<file path="src/rtl/twi_pkg.sv">
package twi_pkg;
  typedef enum logic [3:0] {
    ST_IDLE,
    ST_DEVADR,
    ST_DEVACK,
    ST_WORD,
    ST_WORDACK,
    ST_DATA,
    ST_DATAACK,
    ST_TX,
    ST_MACK
  } twi_state_t;
endpackage

</file>
<file path="src/rtl/twi_line_sync.sv">
module twi_line_sync #(
  parameter int SYNC_STAGES = 2
) (
  input  logic clk,
  input  logic rst,
  input  logic scl_i,
  input  logic sda_i,
  output logic sda_s,
  output logic scl_rise,
  output logic scl_fall,
  output logic start_det,
  output logic stop_det
);
  localparam int LEN = SYNC_STAGES + 1;

  logic [LEN-1:0] scl_sh;
  logic [LEN-1:0] sda_sh;

  always_ff @(posedge clk) begin
    if (rst) begin
      scl_sh <= '1;
      sda_sh <= '1;
    end else begin
      scl_sh <= {scl_sh[LEN-2:0], scl_i};
      sda_sh <= {sda_sh[LEN-2:0], sda_i};
    end
  end

  // index LEN-2 is the synchronised value, LEN-1 the previous one
  logic scl_now, scl_old, sda_now, sda_old;
  assign scl_now = scl_sh[LEN-2];
  assign scl_old = scl_sh[LEN-1];
  assign sda_now = sda_sh[LEN-2];
  assign sda_old = sda_sh[LEN-1];

  assign sda_s     = sda_now;
  assign scl_rise  = scl_now & ~scl_old;
  assign scl_fall  = ~scl_now & scl_old;
  assign start_det = scl_now & scl_old & sda_old & ~sda_now;
  assign stop_det  = scl_now & scl_old & ~sda_old & sda_now;
endmodule

</file>
<file path="src/rtl/twi_wr_timer.sv">
module twi_wr_timer #(
  parameter int WRITE_CYCLES = 1000000
) (
  input  logic clk,
  input  logic rst,
  input  logic kick,
  output logic busy
);
  localparam int CNT_W = $clog2(WRITE_CYCLES + 1);

  logic [CNT_W-1:0] remain;

  always_ff @(posedge clk) begin
    if (rst) begin
      busy   <= 1'b0;
      remain <= '0;
    end else if (kick) begin
      busy   <= 1'b1;
      remain <= CNT_W'(WRITE_CYCLES - 1);
    end else if (busy) begin
      if (remain == '0) busy <= 1'b0;
      else              remain <= remain - 1'b1;
    end
  end
endmodule

</file>
<file path="src/rtl/twi_mem.sv">
module twi_mem #(
  parameter int ADDR_W = 8,
  parameter int DATA_W = 8
) (
  input  logic              clk,
  input  logic              we,
  input  logic [ADDR_W-1:0] waddr,
  input  logic [DATA_W-1:0] wdata,
  input  logic [ADDR_W-1:0] raddr,
  output logic [DATA_W-1:0] rdata
);
  localparam int DEPTH = 1 << ADDR_W;

  logic [DATA_W-1:0] cells [DEPTH];

  always_ff @(posedge clk) begin
    if (we) cells[waddr] <= wdata;
    rdata <= cells[raddr];
  end
endmodule

</file>
<file path="src/rtl/twi_slave_fsm.sv">
module twi_slave_fsm
  import twi_pkg::*;
#(
  parameter int               ADDR_W   = 8,
  parameter int               DATA_W   = 8,
  parameter logic [DATA_W-2:0] EE_ID    = 7'b1010000,
  parameter logic [DATA_W-2:0] ALT_ID_A = 7'b1010111,
  parameter logic [DATA_W-2:0] ALT_ID_B = 7'b1010010
) (
  input  logic              clk,
  input  logic              rst,
  input  logic              sda_s,
  input  logic              scl_rise,
  input  logic              scl_fall,
  input  logic              start_det,
  input  logic              stop_det,
  input  logic              busy,
  input  logic [DATA_W-1:0] rdata,
  output logic [ADDR_W-1:0] ptr,
  output logic              wr_en,
  output logic [ADDR_W-1:0] wr_addr,
  output logic [DATA_W-1:0] wr_data,
  output logic              sda_oe
);
  localparam int CNT_W = $clog2(DATA_W + 1);
  localparam logic [CNT_W-1:0] FULL = CNT_W'(DATA_W);
  localparam logic [CNT_W-1:0] LAST = CNT_W'(DATA_W - 1);

  twi_state_t        state;
  logic [CNT_W-1:0]  bitcnt;
  logic [DATA_W-1:0] shreg;
  logic [DATA_W-1:0] txsh;
  logic              rd_mode, ee_sel, alt_flag, addr_set, pending, mack;

  // address-byte decode
  logic [DATA_W-2:0] dev_id;
  logic              dev_rd, hit_ee, hit_alt, cur_blocked, addr_ok;
  logic [DATA_W-1:0] tx_byte;
  logic              byte_full;

  always_comb begin
    dev_id      = shreg[DATA_W-1:1];
    dev_rd      = shreg[0];
    hit_ee      = (dev_id == EE_ID);
    hit_alt     = (dev_id == ALT_ID_A) || (dev_id == ALT_ID_B);
    cur_blocked = hit_ee && dev_rd && alt_flag && !addr_set;
    addr_ok     = (hit_ee || hit_alt) && !busy && !cur_blocked;
    tx_byte     = ee_sel ? rdata : '1;
    byte_full   = (bitcnt == FULL);
  end

  always_ff @(posedge clk) begin
    if (rst) begin
      state    <= ST_IDLE;
      bitcnt   <= '0;
      shreg    <= '0;
      txsh     <= '0;
      ptr      <= '0;
      sda_oe   <= 1'b0;
      rd_mode  <= 1'b0;
      ee_sel   <= 1'b0;
      alt_flag <= 1'b0;
      addr_set <= 1'b0;
      pending  <= 1'b0;
      mack     <= 1'b0;
      wr_en    <= 1'b0;
      wr_addr  <= '0;
      wr_data  <= '0;
    end else begin
      wr_en <= 1'b0;
      if (stop_det) begin
        state    <= ST_IDLE;
        sda_oe   <= 1'b0;
        addr_set <= 1'b0;
        pending  <= 1'b0;
        if (pending) begin
          wr_en   <= 1'b1;
          wr_addr <= ptr;
          ptr     <= ptr + 1'b1;
        end
      end else if (start_det) begin
        state   <= ST_DEVADR;
        bitcnt  <= '0;
        sda_oe  <= 1'b0;
        pending <= 1'b0;
      end else begin
        case (state)
          ST_DEVADR, ST_WORD, ST_DATA: begin
            if (scl_rise && !byte_full) begin
              shreg  <= {shreg[DATA_W-2:0], sda_s};
              bitcnt <= bitcnt + 1'b1;
            end else if (scl_fall && byte_full) begin
              case (state)
                ST_DEVADR: begin
                  if (addr_ok) begin
                    sda_oe  <= 1'b1;
                    state   <= ST_DEVACK;
                    rd_mode <= dev_rd;
                    ee_sel  <= hit_ee;
                    if (hit_alt)     alt_flag <= 1'b1;
                    else if (dev_rd) alt_flag <= 1'b0;
                  end else begin
                    sda_oe <= 1'b0;
                    state  <= ST_IDLE;
                  end
                end
                ST_WORD: begin
                  ptr      <= ADDR_W'(shreg);
                  addr_set <= 1'b1;
                  sda_oe   <= 1'b1;
                  state    <= ST_WORDACK;
                end
                default: begin
                  if (!ee_sel) begin
                    sda_oe <= 1'b1;
                    state  <= ST_DATAACK;
                  end else if (!pending) begin
                    pending <= 1'b1;
                    wr_data <= shreg;
                    sda_oe  <= 1'b1;
                    state   <= ST_DATAACK;
                  end else begin
                    sda_oe <= 1'b0;
                    state  <= ST_IDLE;
                  end
                end
              endcase
            end
          end
          ST_DEVACK: begin
            if (scl_fall) begin
              bitcnt <= '0;
              if (rd_mode) begin
                sda_oe <= ~tx_byte[DATA_W-1];
                txsh   <= tx_byte << 1;
                state  <= ST_TX;
              end else begin
                sda_oe <= 1'b0;
                state  <= ee_sel ? ST_WORD : ST_DATA;
              end
            end
          end
          ST_WORDACK, ST_DATAACK: begin
            if (scl_fall) begin
              sda_oe <= 1'b0;
              bitcnt <= '0;
              state  <= ST_DATA;
            end
          end
          ST_TX: begin
            if (scl_fall) begin
              if (bitcnt == LAST) begin
                sda_oe <= 1'b0;
                state  <= ST_MACK;
                if (ee_sel) ptr <= ptr + 1'b1;
              end else begin
                sda_oe <= ~txsh[DATA_W-1];
                txsh   <= txsh << 1;
                bitcnt <= bitcnt + 1'b1;
              end
            end
          end
          ST_MACK: begin
            if (scl_rise) begin
              mack <= ~sda_s;
            end else if (scl_fall) begin
              if (mack) begin
                bitcnt <= '0;
                sda_oe <= ~tx_byte[DATA_W-1];
                txsh   <= tx_byte << 1;
                state  <= ST_TX;
              end else begin
                state <= ST_IDLE;
              end
            end
          end
          default: ;
        endcase
      end
    end
  end
endmodule

</file>
<file path="src/rtl/twi_eeprom_slave.sv">
module twi_eeprom_slave #(
  parameter int               ADDR_W       = 8,
  parameter int               DATA_W       = 8,
  parameter int               SYNC_STAGES  = 2,
  parameter int               WRITE_CYCLES = 1000000,
  parameter logic [DATA_W-2:0] EE_ID        = 7'b1010000,
  parameter logic [DATA_W-2:0] ALT_ID_A     = 7'b1010111,
  parameter logic [DATA_W-2:0] ALT_ID_B     = 7'b1010010
) (
  input  logic clk,
  input  logic rst,
  input  logic scl_i,
  input  logic sda_i,
  output logic sda_oe
);
  logic              sda_s, scl_rise, scl_fall, start_det, stop_det;
  logic              busy, wr_en;
  logic [ADDR_W-1:0] ptr, wr_addr;
  logic [DATA_W-1:0] wr_data, rdata;

  twi_line_sync #(.SYNC_STAGES(SYNC_STAGES)) u_sync (
    .clk(clk), .rst(rst), .scl_i(scl_i), .sda_i(sda_i),
    .sda_s(sda_s), .scl_rise(scl_rise), .scl_fall(scl_fall),
    .start_det(start_det), .stop_det(stop_det)
  );

  twi_wr_timer #(.WRITE_CYCLES(WRITE_CYCLES)) u_timer (
    .clk(clk), .rst(rst), .kick(wr_en), .busy(busy)
  );

  twi_mem #(.ADDR_W(ADDR_W), .DATA_W(DATA_W)) u_mem (
    .clk(clk), .we(wr_en), .waddr(wr_addr), .wdata(wr_data),
    .raddr(ptr), .rdata(rdata)
  );

  twi_slave_fsm #(
    .ADDR_W(ADDR_W), .DATA_W(DATA_W),
    .EE_ID(EE_ID), .ALT_ID_A(ALT_ID_A), .ALT_ID_B(ALT_ID_B)
  ) u_fsm (
    .clk(clk), .rst(rst), .sda_s(sda_s), .scl_rise(scl_rise),
    .scl_fall(scl_fall), .start_det(start_det), .stop_det(stop_det),
    .busy(busy), .rdata(rdata), .ptr(ptr), .wr_en(wr_en),
    .wr_addr(wr_addr), .wr_data(wr_data), .sda_oe(sda_oe)
  );
endmodule

</file>
<file path="config.mk">
export PLATFORM = sky130hd
export DESIGN_NAME = twi_eeprom_slave
export DESIGN_NICKNAME = d
export VERILOG_FILES = /design/src/rtl/twi_pkg.sv /design/src/rtl/twi_line_sync.sv /design/src/rtl/twi_wr_timer.sv /design/src/rtl/twi_mem.sv /design/src/rtl/twi_slave_fsm.sv /design/src/rtl/twi_eeprom_slave.sv
export SDC_FILE = /design/constraint.sdc
export NUM_CORES = 2
export LEC_CHECK = 0
export ABC_AREA = 1
export ABC_CLOCK_PERIOD_IN_PS = 6200
export BUFFER_PORTS_ARGS = -buffer_cell sky130_fd_sc_hd__buf_2
export CORE_MARGIN = 5
export CORE_UTILIZATION = 60
export CTS_BUF_LIST = sky130_fd_sc_hd__clkbuf_4 sky130_fd_sc_hd__clkbuf_8
export DETAILED_ROUTE_END_ITERATION = 10
export GPL_TIMING_DRIVEN = 1
export HOLD_SLACK_MARGIN = 0.15
export PLACE_DENSITY = 0.76
export SLEW_MARGIN = 20
export SYNTH_ARGS = -nofsm -noshare
export SYNTH_HDL_FRONTEND = slang
export SYNTH_SLANG_ARGS = --single-unit
</file>
<file path="constraint.sdc">
create_clock -name clk -period 6.2 [get_ports clk]
set_clock_uncertainty 0.05 [all_clocks]
set_input_delay 1.24 -clock clk [delete_from_list [all_inputs] [get_ports clk]]
set_output_delay 1.24 -clock clk [all_outputs]
set_load 0.03 [all_outputs]
</file>
After elaboration in Yosys (flattened, before gate mapping)
Memories as Yosys holds them, arrays and structs flattened. A register that Yosys moved wholly into a read port is not among the register bits.
Index checks and enable logic that the tools add are counted.
Cells by class
  add/subtract/negate cells: 3
  eq/ne operators: 45
  muxes and demuxes: 71
  bitwise logic cells: 19
  reduce and logical (&&, ||, !) cells: 45
Operators by type and width (count)
  8-bit two-way mux: 17
  4-bit two-way mux: 18
  20-bit two-way mux: 3
  9-bit AND reduction: 5
  3-bit by 2-bit inequality test with 1-bit output (second input constant): 13
  8-bit case mux with 3 select lines: 1
  1-bit two-way mux: 22
  2-bit by 1-bit inequality test with 1-bit output (second input constant): 11
  7-bit == test (second input constant): 3
  4-bit by 3-bit == test with 1-bit output (second input constant): 5
  20-bit zero test: 1
  4-bit case mux with 5 select lines: 1
  20-bit by 1-bit subtractor with 20-bit output (second input constant): 1
  4-bit case mux with 4 select lines: 1
  8-bit case mux with 2 select lines: 1
  8-bit AND reduction: 2
  3-bit inequality test (second input constant): 4
  1-bit inverter: 12
  10-bit AND reduction: 1
  5-bit AND reduction: 2
  5-bit nonzero test: 2
  2-bit OR reduction: 5
  3-bit two-way mux: 3
  3-bit OR reduction: 3
  other kinds (21): 46
Word-level totals
  register bits: 83
  bits in writable memories: 2048
  bits of input ports: 4
  output and inout port bits: 1
  memories kept: 1
Memory list
  u_mem.cells: words 256, width 8, read ports 1, clocked after Yosys merged registers in 1, wr ports 1, line twi_mem.sv:14  | logic [DATA_W-1:0] cells [DEPTH];

Longest topological paths before layout
  depth in word-level cells: 12
  gate-level depth with buffers: 18

By module
Synthesis repeated with hierarchy kept, for this count alone.
Second synthesis, totals
  cell total of the unflattened synthesis: 7670
  area total of the unflattened synthesis: 87750.4 um^2
Modules (own cells, without submodules)
  twi_mem: times used 1, cells each 7003, area an instance 83422.5 um^2, seq. area each 61659.1 um^2
  twi_slave_fsm: times used 1, cells each 434, area an instance 2829.0 um^2, seq. area each 1101.1 um^2
  twi_wr_timer: times used 1, cells each 209, area an instance 1301.2 um^2, seq. area each 420.4 um^2
  twi_line_sync: times used 1, cells each 24, area an instance 197.7 um^2, seq. area each 120.1 um^2

Worst setup path after synthesis
No wires, ideal clock.
  path type: register to register
  from: register u_fsm.wr_data[7]
  to: memory u_mem.cells[0][7] (data pin)
  library setup time: 0.856 ns
  arrival: 3.398 ns
  required time: 5.294 ns
  path slack: 1.897 ns
  cell stages (with the launch flop): 1
  buffers on the path: 0
  period minus slack after synthesis: 4.303 ns
  path through: dfxtp_1
RTL lines
  start: declaration: line twi_slave_fsm.sv:22  | output logic [DATA_W-1:0] wr_data,
  start signal: assignment: line twi_slave_fsm.sv:119  | wr_data <= shreg;
  end: declaration: line twi_mem.sv:14
No word-level cell before the write port.

==> metrics.md <==
| Metric | Value |
|---|---|
| Number of instances in the synthesized netlist | around 8300 |
| Nets@finish | between 8000 and 9000 |
| Critical-path maximum fanout | ~180 |
| Most common cell after layout, fill and taps aside | sky130_fd_sc_hd__nand2_1 |
| Final TNS setup | 0 ns |
| Placed Cells incl. Taps | between 9000 and 10000 |
| Fill cell count | 10700 |
| Hold buffer count at cts | 0 |
| DR WL/cell | about 23 um |
| Critical path capture point type | flip-flop |
| Avg Inst Size Synth | between 10 and 15 um2 |
| Met2 Use GR | between 40% and 50% |
| Clock-pin slew reported for the worst setup and hold paths after clock tree synthesis | approximately 0.060 ns |
| Worst IR Drop VDD | roughly 0.28 mV |
| Post_cts resized | 0 |
| Setup slack, reg-to-reg | about 2.3 ns |
| PwrDens | just over 300 mW/mm2 |
| Number of clock sinks seen by CTS | between 2000 and 2500 |
| Clock buffers created by TritonCTS | between 300 and 400 |
| DP HPWL | roughly 140 mm |
| Longest Clk Path Bufs | 4 |
| Most frequent cells in the layout | sky130_fd_sc_hd__nand2_1 (2119), sky130_fd_sc_hd__edfxtp_1 (2048), sky130_fd_sc_hd__nor2_1 (1405) |
| Highest Clock Rate | 258 MHz |
| Overall Global Routing Usage | between 30% and 40% |
| WP data arrival | 4.75 ns |
| Routability congestion estimate | 0.897 |
| Layer carrying the most global-route usage | met2 |
| Post-CTS setup repair buffer count | 0 |
| Total global routing overflow | 0 |
| Total power | 29600 uW |
| YS warnings | 0 |
| Initial antenna violation count | 8 |
| Largest net degree at the start of global routing | between 200 and 250 |
| Hold Path Class | reg2reg |
| Utilization of the core after routing | between 60% and 70% |
| Number of setup violations in the final report | 0 |
| Startpoint kind of the worst setup timing path | flip-flop |
| Drt drc | 0 |
| Antenna-violating nets left | 0 |
| Number of register bits inferred by synthesis | approximately 2100 |
| Wire length of the first global-routing pass | ~360 mm |
| Static leakage | approximately 0.04 uW |
| Number of nets in the synthesized netlist | 8345 |
| Minimum clock period | about 3.9 ns |
| Post-synthesis cell type count | 38 |
| Number of DRC markers after the initial detailed-route iteration | 9413 |
| Met3 track demand over resource in global routing | around 8.1% |
| Cell Count, Final, Fillers Out | 10500 |
| Worst setup slack after placement | around 2.5 ns |
| Maximum capacitance violations | 0 |
| Drt total wl | about 240 mm |
| Required time of the critical path | between 7 and 8 ns |
| Die ar. | between 0.15 and 0.2 mm2 |
| Vertical die dimension | about 400 um |
| TritonCTS clock tree | done |
| Ratio of cells with drive above 1 in the final layout | 7.60% |
| Area of the core | ~0.15 mm2 |
| Clock H-tree levels | 5 |
| Global Route met1 Usage | between 40% and 50% |
| Status | finished clean |
| Count of standard-cell rows | approximately 140 |
| Tightest Pin Transition | between 1 and 1.5 ns |
| Clock tree root buffer cell | sky130_fd_sc_hd__clkbuf_8 |
| Ratio of final minimum period to clock period | between 60% and 70% |
| RSZ-0062 raised after global routing | no |
| Cell area after technology mapping | between 0.08 and 0.09 mm2 |
| Final Slew Violations | 0 |
| Crit path kind | reg2reg |
| Clock insertion delay at the later pin of the skew report | 1.06 ns |
| Horiz. Die Dim | 397 um |
| Post-layout worst setup margin | about 2.3 ns |
| Post-DR vias/cell | 5.96 |
| Sequential-to-total area share from yosys stat | about 70% |
| Total of buffers placed on input and output ports | 4 |
| Area growth, synth to finish | 8.34% |
| Initial core utilization | between 60% and 70% |
| Hold violation count in the final report | 0 |
| Vias post-DR | about 62000 |
| Number of global-route vias before repair | between 50000 and 60000 |
| First drt pass iteration count | 8 |
| Ports | 5 |
| Max-slew headroom at the worst pin | a little under a quarter |
==> path summary, 6_finish.rpt <==
| check | cells after the start | endpoint | from |
|---|---|---|---|
| setup / recovery | 9 | u_mem.rdata[5] | u_fsm.ptr[1] |
| hold / removal | 1 | u_sync.scl_sh[1] | u_sync.scl_sh[0] |
| setup reg to reg | 9 | u_mem.rdata[5] | u_fsm.ptr[1] |
| hold reg to reg | 1 | u_sync.scl_sh[1] | u_sync.scl_sh[0] |
==> critical path, stage by stage (launching register included) <==
cell,delay [ns]
sky130_fd_sc_hd__dfxtp_4,1.04
sky130_fd_sc_hd__buf_12,0.64
sky130_fd_sc_hd__o21ai_0,0.20
sky130_fd_sc_hd__o211ai_1,0.29
sky130_fd_sc_hd__nand3_1,0.22
sky130_fd_sc_hd__nand2_1,0.14
sky130_fd_sc_hd__nand3_1,0.54
sky130_fd_sc_hd__nand2_1,0.23
sky130_fd_sc_hd__nand3_1,0.10
sky130_fd_sc_hd__nand2_1,0.09
==> Yosys cell counts (all sizes together) <==
cell	count	area [um2]
o211ai	107	803
nand3	613	3080
clkinv	5	18.8
nor3	7	40.0
nand2b	1	6.26
o21a	1	7.51
a22oi	1	7.51
a31oi	14	87.6
nor4	2	12.5
nand4	12	75.1
a211oi	2	15.0
inv	539	2020
edfxtp	2048	61500
o21ai	694	3470
o31ai	2	15.0
clkbuf	180	676
xnor2	3	26.3
or2	15	93.8
nand2	2122	7970
and3	2	12.5
xor2	7	61.3
ha	5	62.6
a21oi	153	766
dfxtp	90	1800
o22ai	1	6.26
buf	299	1740
nor2	1409	5300
nor3b	2	15.0
==> metrics by stage <==
| stage | area, um2 | hold slack, ns |
|---|---|---|
| floorplan | 89700 | 0.339 |
| global placement | 90700 | 0.356 |
| detailed placement | 90700 | 0.349 |
| CTS | 97200 | 0.285 |
| global route | 97200 | 0.331 |
| finish | 97200 | 0.352 |
==> sequential cells by signal, summed over array words and instances, names as in the netlist, 7 cells and up <==
name,flops
u_mem.rdata,8
u_fsm.txsh,7
u_fsm.shreg,8
u_timer.remain,20
u_fsm.wr_data,8
u_fsm.wr_addr,8
u_fsm.ptr,8
u_mem.cells,2048
==> layout make-up <==
cell class | instances | area [um2] | area share, %
diodes | 6 | 15.0 | 0.0155
clock buffers | 466 | 5710 | 5.88
clock inverters | 130 | 792 | 0.815
inverters | 544 | 2060 | 2.12
multi-input cells | 5175 | 21900 | 22.6
flip-flops and latches | 2138 | 63300 | 65.2
well taps | 1930 | 2410 | 2.48
repair buffers | 88 | 888 | 0.914
==> where the power goes <==
part	switching, uW	internal (uW)
registers	104	15600
clock network	5380	6320
logic	1650	536
==> cells by family after synthesis <==
family	count (synthesis)	synth area share, %
adder cells (fa/ha/maj)	5	0.0697
AND/OR/NAND/NOR	4185	18.5
XOR/XNOR	10	0.0977
flip-flops	2138	70.6
buffers and inverters	1023	4.97
AO/OA/AOI/OAI	975	5.78
==> layer usage <==
layer	vias up	share of wire (%)
li1	28100	-
met4	4	5.3
met1	29700	37
met5	-	0.011
met3	668	13
met2	4010	45
(Power assumes the default switching activity.)
